--- config.mk ---
export PLATFORM = sky130hd
export DESIGN_NAME = rx_power_mode_ctrl
export DESIGN_NICKNAME = d
export VERILOG_FILES = /design/src/rtl/rx_pwr_pkg.sv /design/src/rtl/rx_pwr_pin_sync.sv /design/src/rtl/rx_pwr_state_sel.sv /design/src/rtl/rx_pwr_dom_map.sv /design/src/rtl/rx_power_mode_ctrl.sv
export SDC_FILE = /design/constraint.sdc
export NUM_CORES = 1
export LEC_CHECK = 0
export ABC_CLOCK_PERIOD_IN_PS = 1100
export BUFFER_PORTS_ARGS = -buffer_cell sky130_fd_sc_hd__buf_2
export CORE_MARGIN = 8
export CORE_UTILIZATION = 37
export CTS_CLUSTER_DIAMETER = 200
export CTS_CLUSTER_SIZE = 25
export DETAILED_ROUTE_END_ITERATION = 16
export MAX_ROUTING_LAYER = met4
export PLACE_DENSITY = 0.84
export REMOVE_ABC_BUFFERS = 1
export SYNTH_ARGS = -nofsm -noshare
export SYNTH_HDL_FRONTEND = slang
export SYNTH_SLANG_ARGS = --single-unit
--- constraint.sdc ---
create_clock -name clk -period 1.1 [get_ports clk]
set_input_delay 0.055 -clock clk [delete_from_list [all_inputs] [get_ports clk]]
set_output_delay 0.055 -clock clk [all_outputs]
set_load 0.05 [all_outputs]
--- src/rtl/rx_pwr_pkg.sv ---
package rx_pwr_pkg;

   typedef enum logic [1:0] {
      PS_FULL = 2'b00,
      PS_SEEK = 2'b01,
      PS_AUTO = 2'b10,
      PS_DOWN = 2'b11
   } pwr_state_e;

   localparam int DOM_W = 8;

   localparam int DOM_CTRL  = 0;
   localparam int DOM_ACT   = 1;
   localparam int DOM_SOG   = 2;
   localparam int DOM_REF   = 3;
   localparam int DOM_AFE   = 4;
   localparam int DOM_CLK   = 5;
   localparam int DOM_RX    = 6;
   localparam int DOM_OUTF  = 7;

   typedef enum logic [1:0] {
      DM_ALL  = 2'b00,
      DM_STD  = 2'b01,
      DM_PIN  = 2'b10
   } dom_mode_e;

   // Domains that stay alive for a given retention depth.
   function automatic logic keep_dom(input int idx, input dom_mode_e mode,
                                     input logic [1:0] depth);
      logic k;
      k = 1'b0;
      case (mode)
         DM_ALL: k = 1'b1;
         DM_STD: k = (idx == DOM_CTRL) || (idx == DOM_ACT) ||
                     (idx == DOM_SOG)  || (idx == DOM_REF);
         DM_PIN: begin
            case (depth)
               2'b00: k = (idx == DOM_CTRL) || (idx == DOM_ACT) ||
                          (idx == DOM_SOG)  || (idx == DOM_REF);
               2'b01: k = (idx == DOM_CTRL) || (idx == DOM_ACT) ||
                          (idx == DOM_REF);
               2'b10: k = (idx == DOM_CTRL) || (idx == DOM_ACT);
               default: k = (idx == DOM_CTRL);
            endcase
         end
         default: k = 1'b0;
      endcase
      return k;
   endfunction

endpackage

--- src/rtl/rx_pwr_pin_sync.sv ---
module rx_pwr_pin_sync #(
   parameter int STAGES = 2
) (
   input  logic clk,
   input  logic rst_n,
   input  logic async_in,
   output logic sync_out
);
   if (STAGES < 2) begin : g_bad_stages
      $error("rx_pwr_pin_sync: STAGES must be at least 2");
   end

   logic [STAGES-1:0] chain_q;

   for (genvar s = 0; s < STAGES; s++) begin : g_stage
      if (s == 0) begin : g_first
         always_ff @(posedge clk or negedge rst_n) begin
            if (!rst_n) chain_q[0] <= 1'b0;
            else        chain_q[0] <= async_in;
         end
      end else begin : g_next
         always_ff @(posedge clk or negedge rst_n) begin
            if (!rst_n) chain_q[s] <= 1'b0;
            else        chain_q[s] <= chain_q[s-1];
         end
      end
   end

   assign sync_out = chain_q[STAGES-1];
endmodule

--- src/rtl/rx_pwr_state_sel.sv ---
module rx_pwr_state_sel
   import rx_pwr_pkg::*;
#(
   parameter int STAT_W  = 8,
   parameter int ACT_LSB = 2
) (
   input  logic              cmd_pd_n,
   input  logic [STAT_W-1:0] status,
   input  logic              auto_en,
   input  logic              pin_act,
   input  logic              pin_tri_mode,
   output pwr_state_e        nxt_state,
   output dom_mode_e         nxt_mode,
   output logic              pin_tri,
   output logic              sync_det
);
   localparam int ACT_W = STAT_W - ACT_LSB;

   if (ACT_LSB < 1 || ACT_W < 1) begin : g_bad_slice
      $error("rx_pwr_state_sel: activity slice out of range");
   end

   logic unused_status_low;
   assign unused_status_low = ^status[ACT_LSB-1:0];

   assign sync_det = |status[STAT_W-1:ACT_LSB];
   assign pin_tri  = pin_act & pin_tri_mode;

   // Priority: command, pin power-down, sync activity, auto enable.
   always_comb begin
      nxt_state = PS_DOWN;
      nxt_mode  = DM_STD;
      if (!cmd_pd_n) begin
         nxt_state = PS_DOWN;
         nxt_mode  = DM_STD;
      end else if (pin_act && !pin_tri_mode) begin
         nxt_state = PS_DOWN;
         nxt_mode  = DM_PIN;
      end else if (sync_det) begin
         nxt_state = PS_FULL;
         nxt_mode  = DM_ALL;
      end else if (!auto_en) begin
         nxt_state = PS_SEEK;
         nxt_mode  = DM_ALL;
      end else begin
         nxt_state = PS_AUTO;
         nxt_mode  = DM_STD;
      end
   end
endmodule

--- src/rtl/rx_pwr_dom_map.sv ---
module rx_pwr_dom_map
   import rx_pwr_pkg::*;
#(
   parameter int NDOM = DOM_W
) (
   input  dom_mode_e       mode,
   input  logic [1:0]      depth,
   output logic [NDOM-1:0] en
);
   if (NDOM != DOM_W) begin : g_bad_ndom
      $error("rx_pwr_dom_map: NDOM must match the package domain count");
   end

   for (genvar d = 0; d < NDOM; d++) begin : g_dom
      assign en[d] = keep_dom(d, mode, depth);
   end
endmodule

--- src/rtl/rx_power_mode_ctrl.sv ---
module rx_power_mode_ctrl
   import rx_pwr_pkg::*;
#(
   parameter int SYNC_STAGES = 2,
   parameter int STAT_W      = 8,
   parameter int ACT_LSB     = 2,
   parameter int CFG_W       = 8
) (
   input  logic              clk,
   input  logic              rst_n,
   input  logic              pd_ctl_n,
   input  logic              pd_pin,
   input  logic [STAT_W-1:0] act_status,
   input  logic              auto_pd_en,
   input  logic [CFG_W-1:0]  pd_cfg,
   output logic [1:0]        pwr_state,
   output logic [DOM_W-1:0]  dom_en,
   output logic              data_z,
   output logic              sog_z,
   output logic              spdif_z,
   output logic              i2s_z
);
   localparam int CFG_TRI_MODE = 0;
   localparam int CFG_DEPTH_LO = 1;
   localparam int CFG_POL      = 3;
   localparam int CFG_Z_I2S    = 4;
   localparam int CFG_Z_SPDIF  = 5;
   localparam int CFG_Z_SOG    = 6;
   localparam int CFG_Z_DATA   = 7;
   localparam logic [DOM_W-1:0] RST_EN = 8'h0F;

   if (CFG_W != 8) begin : g_bad_cfg
      $error("rx_power_mode_ctrl: configuration width must be 8");
   end

   logic       pin_sync;
   logic       pin_act;
   logic       pin_tri;
   logic       sync_det;
   pwr_state_e nxt_state;
   dom_mode_e  nxt_mode;
   logic [DOM_W-1:0] nxt_en;

   pwr_state_e       state_q;
   logic [DOM_W-1:0] en_q;
   logic             data_z_q, sog_z_q, spdif_z_q, i2s_z_q;

   rx_pwr_pin_sync #(.STAGES(SYNC_STAGES)) u_pin_sync (
      .clk      (clk),
      .rst_n    (rst_n),
      .async_in (pd_pin),
      .sync_out (pin_sync)
   );

   assign pin_act = pd_cfg[CFG_POL] ? pin_sync : ~pin_sync;

   rx_pwr_state_sel #(.STAT_W(STAT_W), .ACT_LSB(ACT_LSB)) u_sel (
      .cmd_pd_n     (pd_ctl_n),
      .status       (act_status),
      .auto_en      (auto_pd_en),
      .pin_act      (pin_act),
      .pin_tri_mode (pd_cfg[CFG_TRI_MODE]),
      .nxt_state    (nxt_state),
      .nxt_mode     (nxt_mode),
      .pin_tri      (pin_tri),
      .sync_det     (sync_det)
   );

   rx_pwr_dom_map #(.NDOM(DOM_W)) u_map (
      .mode  (nxt_mode),
      .depth (pd_cfg[CFG_DEPTH_LO+1:CFG_DEPTH_LO]),
      .en    (nxt_en)
   );

   always_ff @(posedge clk or negedge rst_n) begin
      if (!rst_n) begin
         state_q   <= PS_DOWN;
         en_q      <= RST_EN;
         data_z_q  <= 1'b1;
         sog_z_q   <= 1'b1;
         spdif_z_q <= 1'b1;
         i2s_z_q   <= 1'b1;
      end else begin
         state_q   <= nxt_state;
         en_q      <= nxt_en;
         data_z_q  <= pd_cfg[CFG_Z_DATA]  | pin_tri;
         sog_z_q   <= pd_cfg[CFG_Z_SOG];
         spdif_z_q <= pd_cfg[CFG_Z_SPDIF] | pin_tri;
         i2s_z_q   <= pd_cfg[CFG_Z_I2S]   | pin_tri;
      end
   end

   assign pwr_state = state_q;
   assign dom_en    = en_q;
   assign data_z    = data_z_q;
   assign sog_z     = sog_z_q;
   assign spdif_z   = spdif_z_q;
   assign i2s_z     = i2s_z_q;

   AST_CMD_DOWN: assert property (@(posedge clk) disable iff (!rst_n)
      !pd_ctl_n |=> (pwr_state == 2'b11 && dom_en == 8'h0F));

   AST_SYNC_FULL: assert property (@(posedge clk) disable iff (!rst_n)
      (pd_ctl_n && sync_det && !(pin_act && !pd_cfg[CFG_TRI_MODE]))
      |=> (pwr_state == 2'b00));

   AST_LIVE_ALL_ON: assert property (@(posedge clk) disable iff (!rst_n)
      (pwr_state == 2'b00 || pwr_state == 2'b01) |-> (&dom_en));

   AST_LOW_AFE_OFF: assert property (@(posedge clk) disable iff (!rst_n)
      (pwr_state == 2'b10 || pwr_state == 2'b11) |-> (dom_en[7:4] == 4'h0));

   AST_CTRL_ALIVE: assert property (@(posedge clk) disable iff (!rst_n)
      dom_en[0]);

   AST_SOG_FORCE: assert property (@(posedge clk) disable iff (!rst_n)
      pd_cfg[CFG_Z_SOG] |=> sog_z);

   AST_PIN_TRI_DATA: assert property (@(posedge clk) disable iff (!rst_n)
      (pin_act && pd_cfg[CFG_TRI_MODE]) |=> (data_z && spdif_z && i2s_z));

endmodule

Yosys cells after proc, flatten, opt, wreduce, memory -nomap -nowiden
Index checks and enable logic that the tools add are counted.
- word-level logic and storage cells: 43
- register bits: 13
- output and inout port bits: 14
- input bits: 21
- eq/ne operators: 4
- reductions and logical operators: 9
- bitwise operators: 5
- mux-type cells: 17
- operators by type and width (kind ; count):
    2-to-1 mux 2 bit ; 7
    2-to-1 mux 1 bit ; 7
    one-hot mux 1 bit (2 select lines) ; 3
    OR reduction 3 bit ; 2
    OR reduction 6 bit ; 1
    == test 2 x 1 -> 1 bit, second input constant ; 2
    == test 2 bit, second input constant ; 2
    zero test 2 bit ; 2
    OR reduction 2 bit ; 2
    OR 1 bit ; 3
    AND 1 bit ; 1
    logical AND 1 bit ; 1
    zero test 1 bit ; 1
    NOT 1 bit ; 1

Logic depth before layout (Yosys ltp)
- word-level depth: 8
- mapped depth: 2
- depth with buffers taken out: 2

Hierarchy
From an unflattened synthesis, not the netlist that was laid out.
- cells, all modules: 40
- area, all modules: 586.8 µm²
- modules (own cells, without submodules) (module ; seq. area each (µm²) ; cells an instance ; area an instance (µm²) ; instances):
    rx_power_mode_ctrl ; 362.8 ; 18 ; 390.4 ; 1
    rx_pwr_state_sel ; 0.0 ; 11 ; 86.3 ; 1
    rx_pwr_dom_map ; 0.0 ; 9 ; 60.1 ; 1
    rx_pwr_pin_sync ; 50.0 ; 2 ; 50.0 ; 1

Least setup slack after synthesis
Ideal clock, no wire load.
- kind: flip-flop to output port
- start point: reg dom_en[4] (netlist name)
- end point: out dom_en[5]
- arrival time: 0.923 ns
- buffers on the path: 1
- cell stages (with the launch flop): 2
- setup slack: 0.122 ns
- data required time: 1.045 ns
- cells stage by stage: dfrtp_1 -> buf_4
- RTL lines (item ; RTL line ; RTL):
    end: declaration ; rx_power_mode_ctrl.sv:17 ; output logic [DOM_W-1:0] dom_en,

Worst setup path after layout
- start point: reg data_z_q (netlist: data_z)
- end point: out data_z
- RTL lines (item ; RTL line ; RTL):
    start: declaration ; rx_power_mode_ctrl.sv:46 ; logic data_z_q, sog_z_q, spdif_z_q, i2s_z_q;
    start signal: assignment ; rx_power_mode_ctrl.sv:86 ; data_z_q <= pd_cfg[CFG_Z_DATA] | pin_tri;
    end: declaration ; rx_power_mode_ctrl.sv:18 ; output logic data_z,
No word-level cell between the ends.

==> metrics.cfg <==
[status]
status=completed

[placed_design]
gp_congestion=0.720
hpwl_um=909
portBuffers=32
dpl_worst_slack_ns=0.0549
dpl.cell_count=78

[layout]
nets=97
fill_cells=102
layout-drive-gt1-share=0.640
final_cells=90
diodes=0
area_growth_pct=60.2

[synthesis]
synth_flop_cell=dfstp_2
ys_seq_area_frac=0.689
synth_cell_type_count=16
synth.most_common_cell=dfstp_2
synthTopCellsByArea=dfstp_2, dfrtp_1, a21o_1
synth_seq_cells=13
synth_top_area_cell=dfstp_2
yosys_warnings=0
async_reset_ff_frac=1.00
synth_enable_flop_cells=0
syn_inst=33
synth.avg_cell_area_um2=14.9
synthTopCellsByCount=dfstp_2, a21o_1, buf_4, dfrtp_1
netlist.area_leader.share=0.536
syn-cell-area_um2=490

[sta]
rsz0062_at_grt=no
hold_ws_ns=0.0432
drv_slew=0
max_freq_mhz=949
setup_viol=0
finalHoldViolations=0
finalCritPeriodShare=0.958
fin_skew_ns=0.00248
fin_crit_ns=1.05
fin_ws_ns=0.0458

[drt]
vias_per_cell=4.82
route.detailed.drc=0
wire_per_inst_um=14.5
final_antenna_net_count=0
drtIter0Drc=9
routed_wl_mm=1.31
dr_total_vias=434
drt_first_pass_iters=4

[setup_path]
reg2reg_depth=2
crit_path_end_kind=primary output
critPathTopFamily=flip-flops
cpMaxStageDelayCell=dfstp_2
crit_path_cell_trace=clkbuf_4
worstPathMaxFanout=1
cp.required_ns=1.04
crit_type=reg2out
slowest_delay_ns=0.52
worstSetupStartpointType=register
crit_buf_inv=1
worstSetupPathDepth=1
crit_arrival_ns=1.00

[clocking]
clock_path_buffers=2
clkTransAtPathRegs_ns=0.07
root_buffer=clkbuf_4
cts_buffers=3
clock-sinks=13
worstSkewPairLatency_ns=0.26
cts_setup_buffers=0
cts_tree=done
htreeDepth=1

[global_routing]
antenna_found_initial=0
grt_start_max_net_pins=14
grt_pass1_wl_mm=1.88
gr-total-overflow=0
grt_usage=0.0967
grt_pass1_vias=459

[floorplan]
ios=35
rows=13
die_y_um=52.4
start_util=0.387
die_w_um=52.4
die_area_um2=2750
coreArea_um2=1270

[power_and_ir_drop]
leakagePower_nw=0.375
p_total_mw=1.10
vdd_drop_max_mv=0.710
powerDensity_nw_per_um2=1400

[job]
cap_viol_max_count=0

[worst_hold_path]
min_path_type=in2reg
min_path_cells=2

[logic make-up after synthesis]
kind of cell | synth area share
xor+xnor | 0.0357
other cells | 0.00765
flops | 0.689
compound gates | 0.122
simple gates | 0.0919
buf+inv | 0.0536
[worst paths after layout]
check | slack, ns | endpoint | from
setup / recovery | 0.05 | data_z | data_z
hold / removal | 0.04 | pwr_state[1] | pd_ctl_n
setup reg to reg | 0.17 | dom_en[4] | u_pin_sync.sync_out
hold reg to reg | 0.35 | u_pin_sync.sync_out | u_pin_sync.chain_q[0]
max in group asynchronous | 0.64 | data_z | rst_n
min in group asynchronous | 0.19 | u_pin_sync.chain_q[0] | rst_n
[stage by stage]
stage / setup TNS [ns] / instance area (um^2) / utilization
4_1_cts: 0 / 771 / 0.607
2_1_floorplan: -1.73 / 468 / -
3_5_place_dp: 0 / 654 / 0.516
5_1_grt: 0 / 786 / 0.619
3_3_place_gp: 0 / 654 / 0.516
6_report: 0 / 786 / 0.619
[power by group]
part / switching [mW] / total, mW / internal, mW
registers: 0.0100 / 0.532 / 0.522
clock network: 0.140 / 0.280 / 0.140
logic: 0.185 / 0.285 / 0.100
[sequential cells by signal (all words and copies together), names as in the netlist]
| name | flops |
|---|---|
| data_z | 1 |
| dom_en | 5 |
| i2s_z | 1 |
| pwr_state | 2 |
| sog_z | 1 |
| spdif_z | 1 |
| u_pin_sync.chain_q | 1 |
| u_pin_sync.sync_out | 1 |
[cells in the final DEF, fill, tap and decap left out, types with 2 or more instances in the layout]
master / synthesis / final
a21o_1: 3 / 3
buf_2: 0 / 22
buf_4: 3 / 6
clkbuf_4: 0 / 8
dfrtp_1: 3 / 3
dfstp_2: 10 / 10
dlygate4sd3_1: 0 / 8
nand4_1: 2 / 2
o221ai_1: 2 / 2
[cell type report]
cell class / count / area [um^2] / area share
clock buffers: 4 / 26.3 / 0.0334
inverters: 1 / 3.75 / 0.00478
multi-input cells: 16 / 126 / 0.161
flip-flops and latches: 13 / 338 / 0.430
well taps: 15 / 18.8 / 0.0239
repair buffers: 41 / 273 / 0.347
[per-layer routing]
| metal | GRT usage | share of wire |
|---|---|---|
| met4 | 0.0388 | 0 |
| met1 | 0.0974 | 0.42 |
| met5 | - | 0 |
| met3 | 0.0426 | 0.098 |
| met2 | 0.160 | 0.49 |
[timing repair]
item	4_1_cts	5_1_grt
endpoints found under the hold margin	20	0
resized for setup	4	7
hold buffers	8	0
setup endpoints to repair	4	6
Power figures use the tool's default switching activity.
